$ cat src/rtl/fifo_rt_pkg.sv
package fifo_rt_pkg;
  typedef struct packed {
    logic empty_n;
    logic full_n;
    logic half_n;
  } fifo_flags_t;

  localparam fifo_flags_t FLAGS_RESET = '{empty_n: 1'b0, full_n: 1'b1, half_n: 1'b1};
endpackage

$ cat src/rtl/fifo_rt_mem.sv
module fifo_rt_mem #(
  parameter int WIDTH     = 9,
  parameter int ADDR_BITS = 9
) (
  input  logic                 clk,
  input  logic                 we,
  input  logic [ADDR_BITS-1:0] waddr,
  input  logic [WIDTH-1:0]     wdata,
  input  logic                 re,
  input  logic [ADDR_BITS-1:0] raddr,
  output logic [WIDTH-1:0]     rdata
);
  localparam int DEPTH = 2 ** ADDR_BITS;

  logic [WIDTH-1:0] store [DEPTH];

  // Plain dual-port array with a registered read, no reset: maps to block RAM.
  always_ff @(posedge clk) begin
    if (we) store[waddr] <= wdata;
  end

  always_ff @(posedge clk) begin
    if (re) rdata <= store[raddr];
  end
endmodule

$ cat src/rtl/fifo_rt_ctrl.sv
module fifo_rt_ctrl #(
  parameter int ADDR_BITS = 9
) (
  input  logic                 clk,
  input  logic                 rst,
  input  logic                 wr_req,
  input  logic                 rd_req,
  input  logic                 rt_req,
  output logic                 wr_go,
  output logic                 rd_go,
  output logic [ADDR_BITS-1:0] wr_addr,
  output logic [ADDR_BITS-1:0] rd_addr,
  output logic [ADDR_BITS:0]   level_nxt
);
  localparam int DEPTH = 2 ** ADDR_BITS;
  localparam logic [ADDR_BITS:0] FULL_LVL = DEPTH[ADDR_BITS:0];

  logic [ADDR_BITS:0] wptr, rptr, level;

  // A rewind takes priority; strobes at the same edge are dropped.
  assign wr_go = wr_req && !rt_req && (level != FULL_LVL);
  assign rd_go = rd_req && !rt_req && (level != '0);

  assign wr_addr = wptr[ADDR_BITS-1:0];
  assign rd_addr = rptr[ADDR_BITS-1:0];

  always_comb begin
    if (rt_req)
      level_nxt = wptr;  // read side back at zero: occupancy = writes since reset
    else
      level_nxt = level + {{ADDR_BITS{1'b0}}, wr_go} - {{ADDR_BITS{1'b0}}, rd_go};
  end

  always_ff @(posedge clk) begin
    if (rst) begin
      wptr  <= '0;
      rptr  <= '0;
      level <= '0;
    end else begin
      level <= level_nxt;
      if (wr_go) wptr <= wptr + 1'b1;
      if (rt_req) rptr <= '0;
      else if (rd_go) rptr <= rptr + 1'b1;
    end
  end

  AST_LEVEL_BOUND: assert property (@(posedge clk) disable iff (rst)
    level <= FULL_LVL);
  AST_NO_OVERFLOW: assert property (@(posedge clk) disable iff (rst)
    (wr_req && !rd_req && !rt_req && level == FULL_LVL) |=> $stable(wptr));
  AST_NO_UNDERFLOW: assert property (@(posedge clk) disable iff (rst)
    (rd_req && !wr_req && !rt_req && level == '0) |=> $stable(rptr));
  AST_REWIND_ZERO: assert property (@(posedge clk) disable iff (rst)
    rt_req |=> (rptr == '0));
  AST_BOTH_HOLD: assert property (@(posedge clk) disable iff (rst)
    (wr_req && rd_req && !rt_req && level != '0 && level != FULL_LVL) |=> $stable(level));
endmodule

$ cat src/rtl/fifo_rt_flags.sv
module fifo_rt_flags
  import fifo_rt_pkg::*;
#(
  parameter int ADDR_BITS = 9
) (
  input  logic               clk,
  input  logic               rst,
  input  logic [ADDR_BITS:0] level_nxt,
  output fifo_flags_t        flags
);
  localparam int DEPTH = 2 ** ADDR_BITS;
  localparam logic [ADDR_BITS:0] FULL_LVL = DEPTH[ADDR_BITS:0];
  localparam logic [ADDR_BITS:0] HALF_LVL = FULL_LVL >> 1;

  always_ff @(posedge clk) begin
    if (rst) begin
      flags <= FLAGS_RESET;
    end else begin
      flags.empty_n <= (level_nxt != '0);
      flags.full_n  <= (level_nxt != FULL_LVL);
      flags.half_n  <= (level_nxt <= HALF_LVL);
    end
  end

  AST_EMPTY_NOT_FULL: assert property (@(posedge clk) disable iff (rst)
    !(!flags.empty_n && !flags.full_n));
  AST_FULL_IMPLIES_HALF: assert property (@(posedge clk) disable iff (rst)
    !flags.full_n |-> !flags.half_n);
  AST_EMPTY_NOT_HALF: assert property (@(posedge clk) disable iff (rst)
    !flags.empty_n |-> flags.half_n);
endmodule

$ cat src/rtl/fifo_rt.sv
module fifo_rt
  import fifo_rt_pkg::*;
#(
  parameter int WIDTH     = 9,
  parameter int ADDR_BITS = 9
) (
  input  logic             clk,
  input  logic             rst,
  input  logic             wr_n,
  input  logic [WIDTH-1:0] wr_data,
  input  logic             rd_n,
  input  logic             rt_n,
  output logic [WIDTH-1:0] rd_data,
  output logic             rd_valid,
  output logic             empty_n,
  output logic             full_n,
  output logic             half_n
);
  logic                 wr_go, rd_go;
  logic [ADDR_BITS-1:0] wr_addr, rd_addr;
  logic [ADDR_BITS:0]   level_nxt;
  fifo_flags_t          flags;

  fifo_rt_ctrl #(.ADDR_BITS(ADDR_BITS)) u_ctrl (
    .clk       (clk),
    .rst       (rst),
    .wr_req    (!wr_n),
    .rd_req    (!rd_n),
    .rt_req    (!rt_n),
    .wr_go     (wr_go),
    .rd_go     (rd_go),
    .wr_addr   (wr_addr),
    .rd_addr   (rd_addr),
    .level_nxt (level_nxt)
  );

  fifo_rt_mem #(.WIDTH(WIDTH), .ADDR_BITS(ADDR_BITS)) u_mem (
    .clk   (clk),
    .we    (wr_go),
    .waddr (wr_addr),
    .wdata (wr_data),
    .re    (rd_go),
    .raddr (rd_addr),
    .rdata (rd_data)
  );

  fifo_rt_flags #(.ADDR_BITS(ADDR_BITS)) u_flags (
    .clk       (clk),
    .rst       (rst),
    .level_nxt (level_nxt),
    .flags     (flags)
  );

  always_ff @(posedge clk) begin
    if (rst) rd_valid <= 1'b0;
    else     rd_valid <= rd_go;
  end

  assign empty_n = flags.empty_n;
  assign full_n  = flags.full_n;
  assign half_n  = flags.half_n;

  AST_VALID_NEEDS_READ: assert property (@(posedge clk) disable iff (rst)
    rd_valid |-> $past(!rd_n && rt_n));
  AST_EMPTY_READ_QUIET: assert property (@(posedge clk) disable iff (rst)
    (!empty_n && !rd_n) |=> !rd_valid);
endmodule

$ cat config.mk
export PLATFORM = sky130hd
export DESIGN_NAME = fifo_rt
export DESIGN_NICKNAME = d
export VERILOG_FILES = /design/src/rtl/fifo_rt_pkg.sv /design/src/rtl/fifo_rt_mem.sv /design/src/rtl/fifo_rt_ctrl.sv /design/src/rtl/fifo_rt_flags.sv /design/src/rtl/fifo_rt.sv
export SDC_FILE = /design/constraint.sdc
export NUM_CORES = 2
export LEC_CHECK = 0
export BUFFER_PORTS_ARGS = -buffer_cell sky130_fd_sc_hd__buf_4
export CORE_MARGIN = 2
export CORE_UTILIZATION = 45
export CTS_CLUSTER_SIZE = 30
export DETAILED_ROUTE_END_ITERATION = 8
export HOLD_SLACK_MARGIN = 0.15
export PLACE_DENSITY = 0.67
export SLEW_MARGIN = 20
export SYNTH_ARGS = -nofsm -noshare
export SYNTH_HDL_FRONTEND = slang
export SYNTH_MEMORY_MAX_BITS = 65536
export SYNTH_SLANG_ARGS = --single-unit
$ cat constraint.sdc
create_clock -name clk -period 5.3 [get_ports clk]
set_input_delay 1.06 -clock clk [delete_from_list [all_inputs] [get_ports clk]]
set_output_delay 1.06 -clock clk [all_outputs]
set_load 0.02 [all_outputs]
# ---- Word-level counts from Yosys, hierarchy flattened
# Memories as Yosys holds them, arrays and structs flattened. A register that Yosys moved wholly into a read port is not among the register bits.
# Index checks and enable logic that the tools add are counted.
# W data, S select, Z words.
dict set report classes {
  shift 0
  bitwise 1
  n_eq_ne 2
  magnitude_cmp 1
  addsub 4
  mul 0
  n_reduce_logical 9
  div 0
  mux 3
}
# op n
set ops {}
lappend ops {{$add A10 B1 Y10 const B} 2}
lappend ops {{$ne A10 B10 Y1 const B} 2}
lappend ops {{$reduce_bool A10 Y1} 2}
lappend ops {{$add A10 B1 Y10} 1}
lappend ops {{$le A10 B9 Y1 const B} 1}
lappend ops {{$mux W10} 1}
lappend ops {{$sub A10 B1 Y10} 1}
lappend ops {{$logic_and A1 B1 Y1} 4}
lappend ops {{$logic_not A1 Y1} 2}
lappend ops {{$mux W1} 2}
lappend ops {{$reduce_or A2 Y1} 1}
lappend ops {{$not A1 Y1} 1}
dict set report word_totals {
  mem_bits_rw 4608
  rom_bits 0
  n_memories 1
  ff_bits 34
  latch_bits 0
  elab_cells 28
  output_inout_bits 13
}
# memory depth word_bits rd rd_ports_with_merged_regs wr line_no
set memory_table {}
lappend memory_table {u_mem.store 512 9 1 1 1 fifo_rt_mem.sv:15} ;# logic [WIDTH-1:0] store [DEPTH];

# ---- Depth between registers and ports, before layout
dict set report depth {
  word_depth 7
  ltp_mapped 19
}

# ---- Hierarchy
# From an unflattened synthesis, not the netlist that was laid out.
dict set report hier_totals {
  hier_cells 9125
  hier_area_um2 181819.4
}
# mod instances seq_area_each_um2 area_per_inst_um2 cells_each
set by_module_without_submodules {}
lappend by_module_without_submodules {fifo_rt_mem 1 138643.0 179704.9 8888}
lappend by_module_without_submodules {fifo_rt_ctrl 1 580.6 1946.9 221}
lappend by_module_without_submodules {fifo_rt_flags 1 60.1 122.6 11}
lappend by_module_without_submodules {fifo_rt 1 20.0 45.0 5}

# ---- Worst setup path after synthesis
# Ideal clock, no wire load.
dict set report synth_timing {
  path_type {input-to-reg}
  start {in rt_n}
  end {reg u_flags.flags[2] (netlist name)}
  slack_ns 0.033
  arrival_time_ns 5.134
  setup_ns 0.133
  required_ns 5.167
  cell_stages 16
  path_buffers 1
  path_cell_list {clkbuf_1 -> clkinv_1 -> a211oi_1 -> ha_1 -> inv_1 -> ha_1 -> inv_1 -> fa_1 -> nand2b_1 -> a21oi_1 -> o21ai_0 -> a31oi_1 -> nand4_1 -> a211oi_1 -> and4b_1 -> a31oi_1}
}
# item line_no
set synth_rtl {}
lappend synth_rtl {{start: declaration} fifo_rt.sv:12} ;# input logic rt_n,
lappend synth_rtl {{$logic_and A1 B1 Y1 (2 in series)} fifo_rt_ctrl.sv:22} ;# assign rd_go = rd_req && !rt_req && (level != '0);
lappend synth_rtl {{net rd_go} fifo_rt.sv:19} ;# logic wr_go, rd_go;
lappend synth_rtl {{$sub A10 B1 Y10} fifo_rt_ctrl.sv:31} ;# level_nxt = level + {{ADDR_BITS{1'b0}}, wr_go} - {{ADDR_BITS{1'b0}}, rd_go};
lappend synth_rtl {{$mux W10} fifo_rt_ctrl.sv:28} ;# if (rt_req)
lappend synth_rtl {{$reduce_bool A10 Y1} fifo_rt_flags.sv:19} ;# flags.empty_n <= (level_nxt != '0);
# The timed path passes the listed nets, and every way through them passes these cells.
# A chain may end at the register's enable or synchronous reset.

==> flow_summary_export.csv <==
group,metric,value,unit
grt,grt_first_pass_wirelength,686000,um
logic_synthesis,syn_nets,8392,
sta,period_needed,4.99,ns
clock_network,ctsLongestPathBuffers,4,
critical_path,cp_max_fo,51,
routing,vias,90996,
layout,nets,8754,
floorplanning,fp.coreArea,399000,um2
place,dp_cells,13529,
sta,fmax,0.200,GHz
clock_network,clk-insertion-delay-late,1.00,ns
logic_synthesis,synthSimpleGateAreaFrac,0.0225,
grt,gr-total-overflow,0,
logic_synthesis,ys_warn_count,0,
clock_network,path_clk_slew,0.06,ns
pwr,ir_worst_vdd,308,uV
layout,syn2layout_area_growth,12.6,%
critical_path,path_class,"flip-flop to flip-flop",
logic_synthesis,syn_avg_cell_area,21.6,um2
clock_network,htree_levels,5,
layout,drive_gt1_frac,0.250,
clock_network,cts-buffers-inserted,453,
logic_synthesis,yosys.area_share.xor_xnor,0.000921,
critical_path,max_stage_delay,0.97,ns
place,dpl.hpwl,295000,um
logic_synthesis,synth_fa_ha_area_frac,0.00150,
critical_path,end_kind,"flip-flop",
floorplanning,die_x,638,um
sta,slew_viol_final,0,
logic_synthesis,synth.area.mux_share,0.164,
grt,grt_pass1_vias,89643,
routing,avgRoutedWirePerCell,33.9,um
run,drv_cap,0,
routing,drc_errors,0,
logic_synthesis,syn_area,181000,um2
logic_synthesis,ys_seq_elements,4650,
layout,instances_no_fill,14384,
logic_synthesis,synth_edf_count,4617,
clock_network,clock-sinks,4650,
critical_path,rrSetupSlack,0.31,ns
critical_path,required,6.03,ns
sta,max_slew_margin,0.183,
critical_path,startpoint,"u_ctrl.rptr[0]",
floorplanning,dieArea,407000,um2
pwr,p_leak,61.3,nW
sta,grt_setup_unrepaired,"no",
logic_synthesis,ys_seq_area_frac,0.771,
clock_network,cts_root_buf,"clkbuf_16",
floorplanning,start_util,0.452,
routing,postRouteWirelength,488000,um
min_path,hold_path_startpoint,"rst",
grt,antenna_found_initial,19,
routing,initialDrtViolationCount,13569,
layout,final_core_util,0.509,
clock_network,hold_buffers,0,
grt,grt_start_max_net_pins,193,
critical_path,crit_chain,"buf_4 > buf_12 > mux4_2 > mux2i_1 > nor2_1 > nor3_1 > o21ai_0 > a32oi_1 > a31oi_1",
run_status,outcome,"finished, final reports clean",
sta,fin_crit_sh,0.941,
critical_path,cp.arrival,5.71,ns
sta,fin_skew,0.0517,ns
critical_path,startpoint_type,"flip-flop",
clock_network,cts-resized-gates,0,
place,gp_routability_congestion,0.860,
logic_synthesis,syn_inst,8357,
sta,setup_viol,0,
clock_network,cts_setup_buffers,0,
floorplanning,num_rows,232,
sta,setup_tns,0,ns
floorplanning,die-height,638,um
logic_synthesis,synth_ff_type,"edfxtp_1",
pwr,power_density,369,nW/um2
sta,final-hold-violation-count,0,
critical_path,r2r_start,"u_ctrl.rptr[0]",
clock_network,cts_tree,"yes",
grt,grt_usage,0.237,
floorplanning,ioPinCount,27,
routing,vias_per_cell,6.33,
logic_synthesis,synth_cell_types,76,
logic_synthesis,synth_compound_area_frac,0.0228,
routing,first_pass_iters,6,
logic_synthesis,async_flop_share,0,
routing,antenna_left,0,
sta,worst_pin_slew,1.23,ns
place,io_buffers,26,
logic_synthesis,synth_top_family_by_area,"multiplexers",
pwr,total_power,75.1,mW
min_path,worstHoldPathType,"primary input to flip-flop",
critical_path,slowest_stage,"dfxtp_4",
layer usage:
| metal | GRT usage | up-vias | part of all wire |
|---|---|---|---|
| met5 | 0 | - | 0.00019 |
| met4 | 0.0865 | 12 | 0.040 |
| met3 | 0.0536 | 887 | 0.11 |
| met2 | 0.364 | 5787 | 0.46 |
| met1 | 0.333 | 48603 | 0.38 |
| li1 | - | 35707 | - |
per-stage QoR:
step	setup WS (ns)	cell area (um2)	hold WS, ns
after global placement	0.237	189000	0.570
after CTS	0.322	203000	0.364
final	0.312	203000	0.435
after floorplan	0.0332	181000	0.485
after detailed placement	0.335	189000	0.568
after global routing	0.220	203000	0.401
power by group:
part	internal [mW]	leakage, nW	switching, mW
sequential	40.5	41.8	0.0483
combinational	1.05	12.5	1.72
clock	18.1	7.07	13.8
path summary, 6_finish.rpt:
path | end | depth (start not counted)
hold reg to reg | u_ctrl.wptr[9] | 2
hold / removal | u_ctrl.wptr[5] | 2
setup / recovery | u_mem.rdata[3] | 9
setup reg to reg | u_mem.rdata[3] | 9
synthesized netlist by cell type, types with 4 or more instances:
cell type	count	share of area
a22oi_1	40	0.0017
mux2_2	19	0.0012
mux2i_1	349	0.019
nor3b_1	4	0.00017
buf_6	59	0.0037
nand2_1	214	0.0044
a21oi_1	145	0.0040
a2111oi_0	10	0.00048
xnor2_1	9	0.00044
nand4_1	9	0.00031
nor2_1	623	0.013
a221oi_1	54	0.0026
buf_1	30	0.00062
o22ai_1	57	0.0020
o2111ai_1	4	0.00019
nor2b_1	25	0.00087
a211oi_1	40	0.0017
nand2b_1	8	0.00028
edfxtp_1	4617	0.77
a22o_1	5	0.00024
inv_1	21	0.00044
or3_1	5	0.00017
nor3_1	38	0.0011
mux4_2	1154	0.14
nor4_1	8	0.00028
a211o_1	7	0.00034
o211ai_1	16	0.00066
buf_8	16	0.0013
buf_4	63	0.0026
and3_1	6	0.00021
a31oi_1	33	0.0011
and2_1	6	0.00021
ha_1	20	0.0014
buf_2	113	0.0031
o31ai_1	5	0.00021
clkbuf_1	229	0.0048
a311oi_1	6	0.00029
o21ai_0	87	0.0024
nand3_1	31	0.00086
xor2_1	10	0.00048
o221ai_1	57	0.0028
a311o_1	4	0.00022
dfxtp_1	33	0.0037
o21ai_1	20	0.00055
logic make-up (layout without fill, tap and decap cells):
logic type	count (synthesis)	after routing
flip-flops	4650	4650
XOR/XNOR	19	19
AO/OA/AOI/OAI	617	617
multiplexers	1522	1522
adder cells (fa/ha/maj)	21	21
buffers and inverters	537	1284
AND/OR/NAND/NOR	991	991
other	0	15
cells in the final DEF (no fill, tap or decap), types with 71 or more instances in the layout:
cell type / count
edfxtp_1: 4617
mux4_2: 1154
nor2_1: 607
clkbuf_16: 458
mux2i_1: 349
buf_4: 324
nand2_1: 198
a21oi_1: 145
clkinv_1: 121
clkbuf_1: 96
o21ai_0: 87
buf_12: 84
clkinv_2: 71
state kept, by name, summed over array words and instances, names as in the netlist:
name,cells
u_mem.store,4608
u_ctrl.level,10
u_ctrl.wptr,10
u_ctrl.rptr,9
u_mem.rdata,9
u_flags.flags,3
rd_valid,1
worst max-delay path, delay by kind of cell (launching register included):
kind	cells	cell delay, ns
buf+inv	2	0.80
simple gates	2	0.72
mux	2	0.84
flops	1	0.97
compound gates	3	1.30
area by class of cell:
type	count	area [um2]
fillers	30802	196000
flip-flops and latches	4650	139000
multi-input cells	3170	38600
clock buffers	554	11800
well taps	5265	6590
repair buffers	418	4260
clock inverters	286	2760
inverters	26	116
diodes	15	37.5
Note: power is estimated with default switching activity, not from simulation.
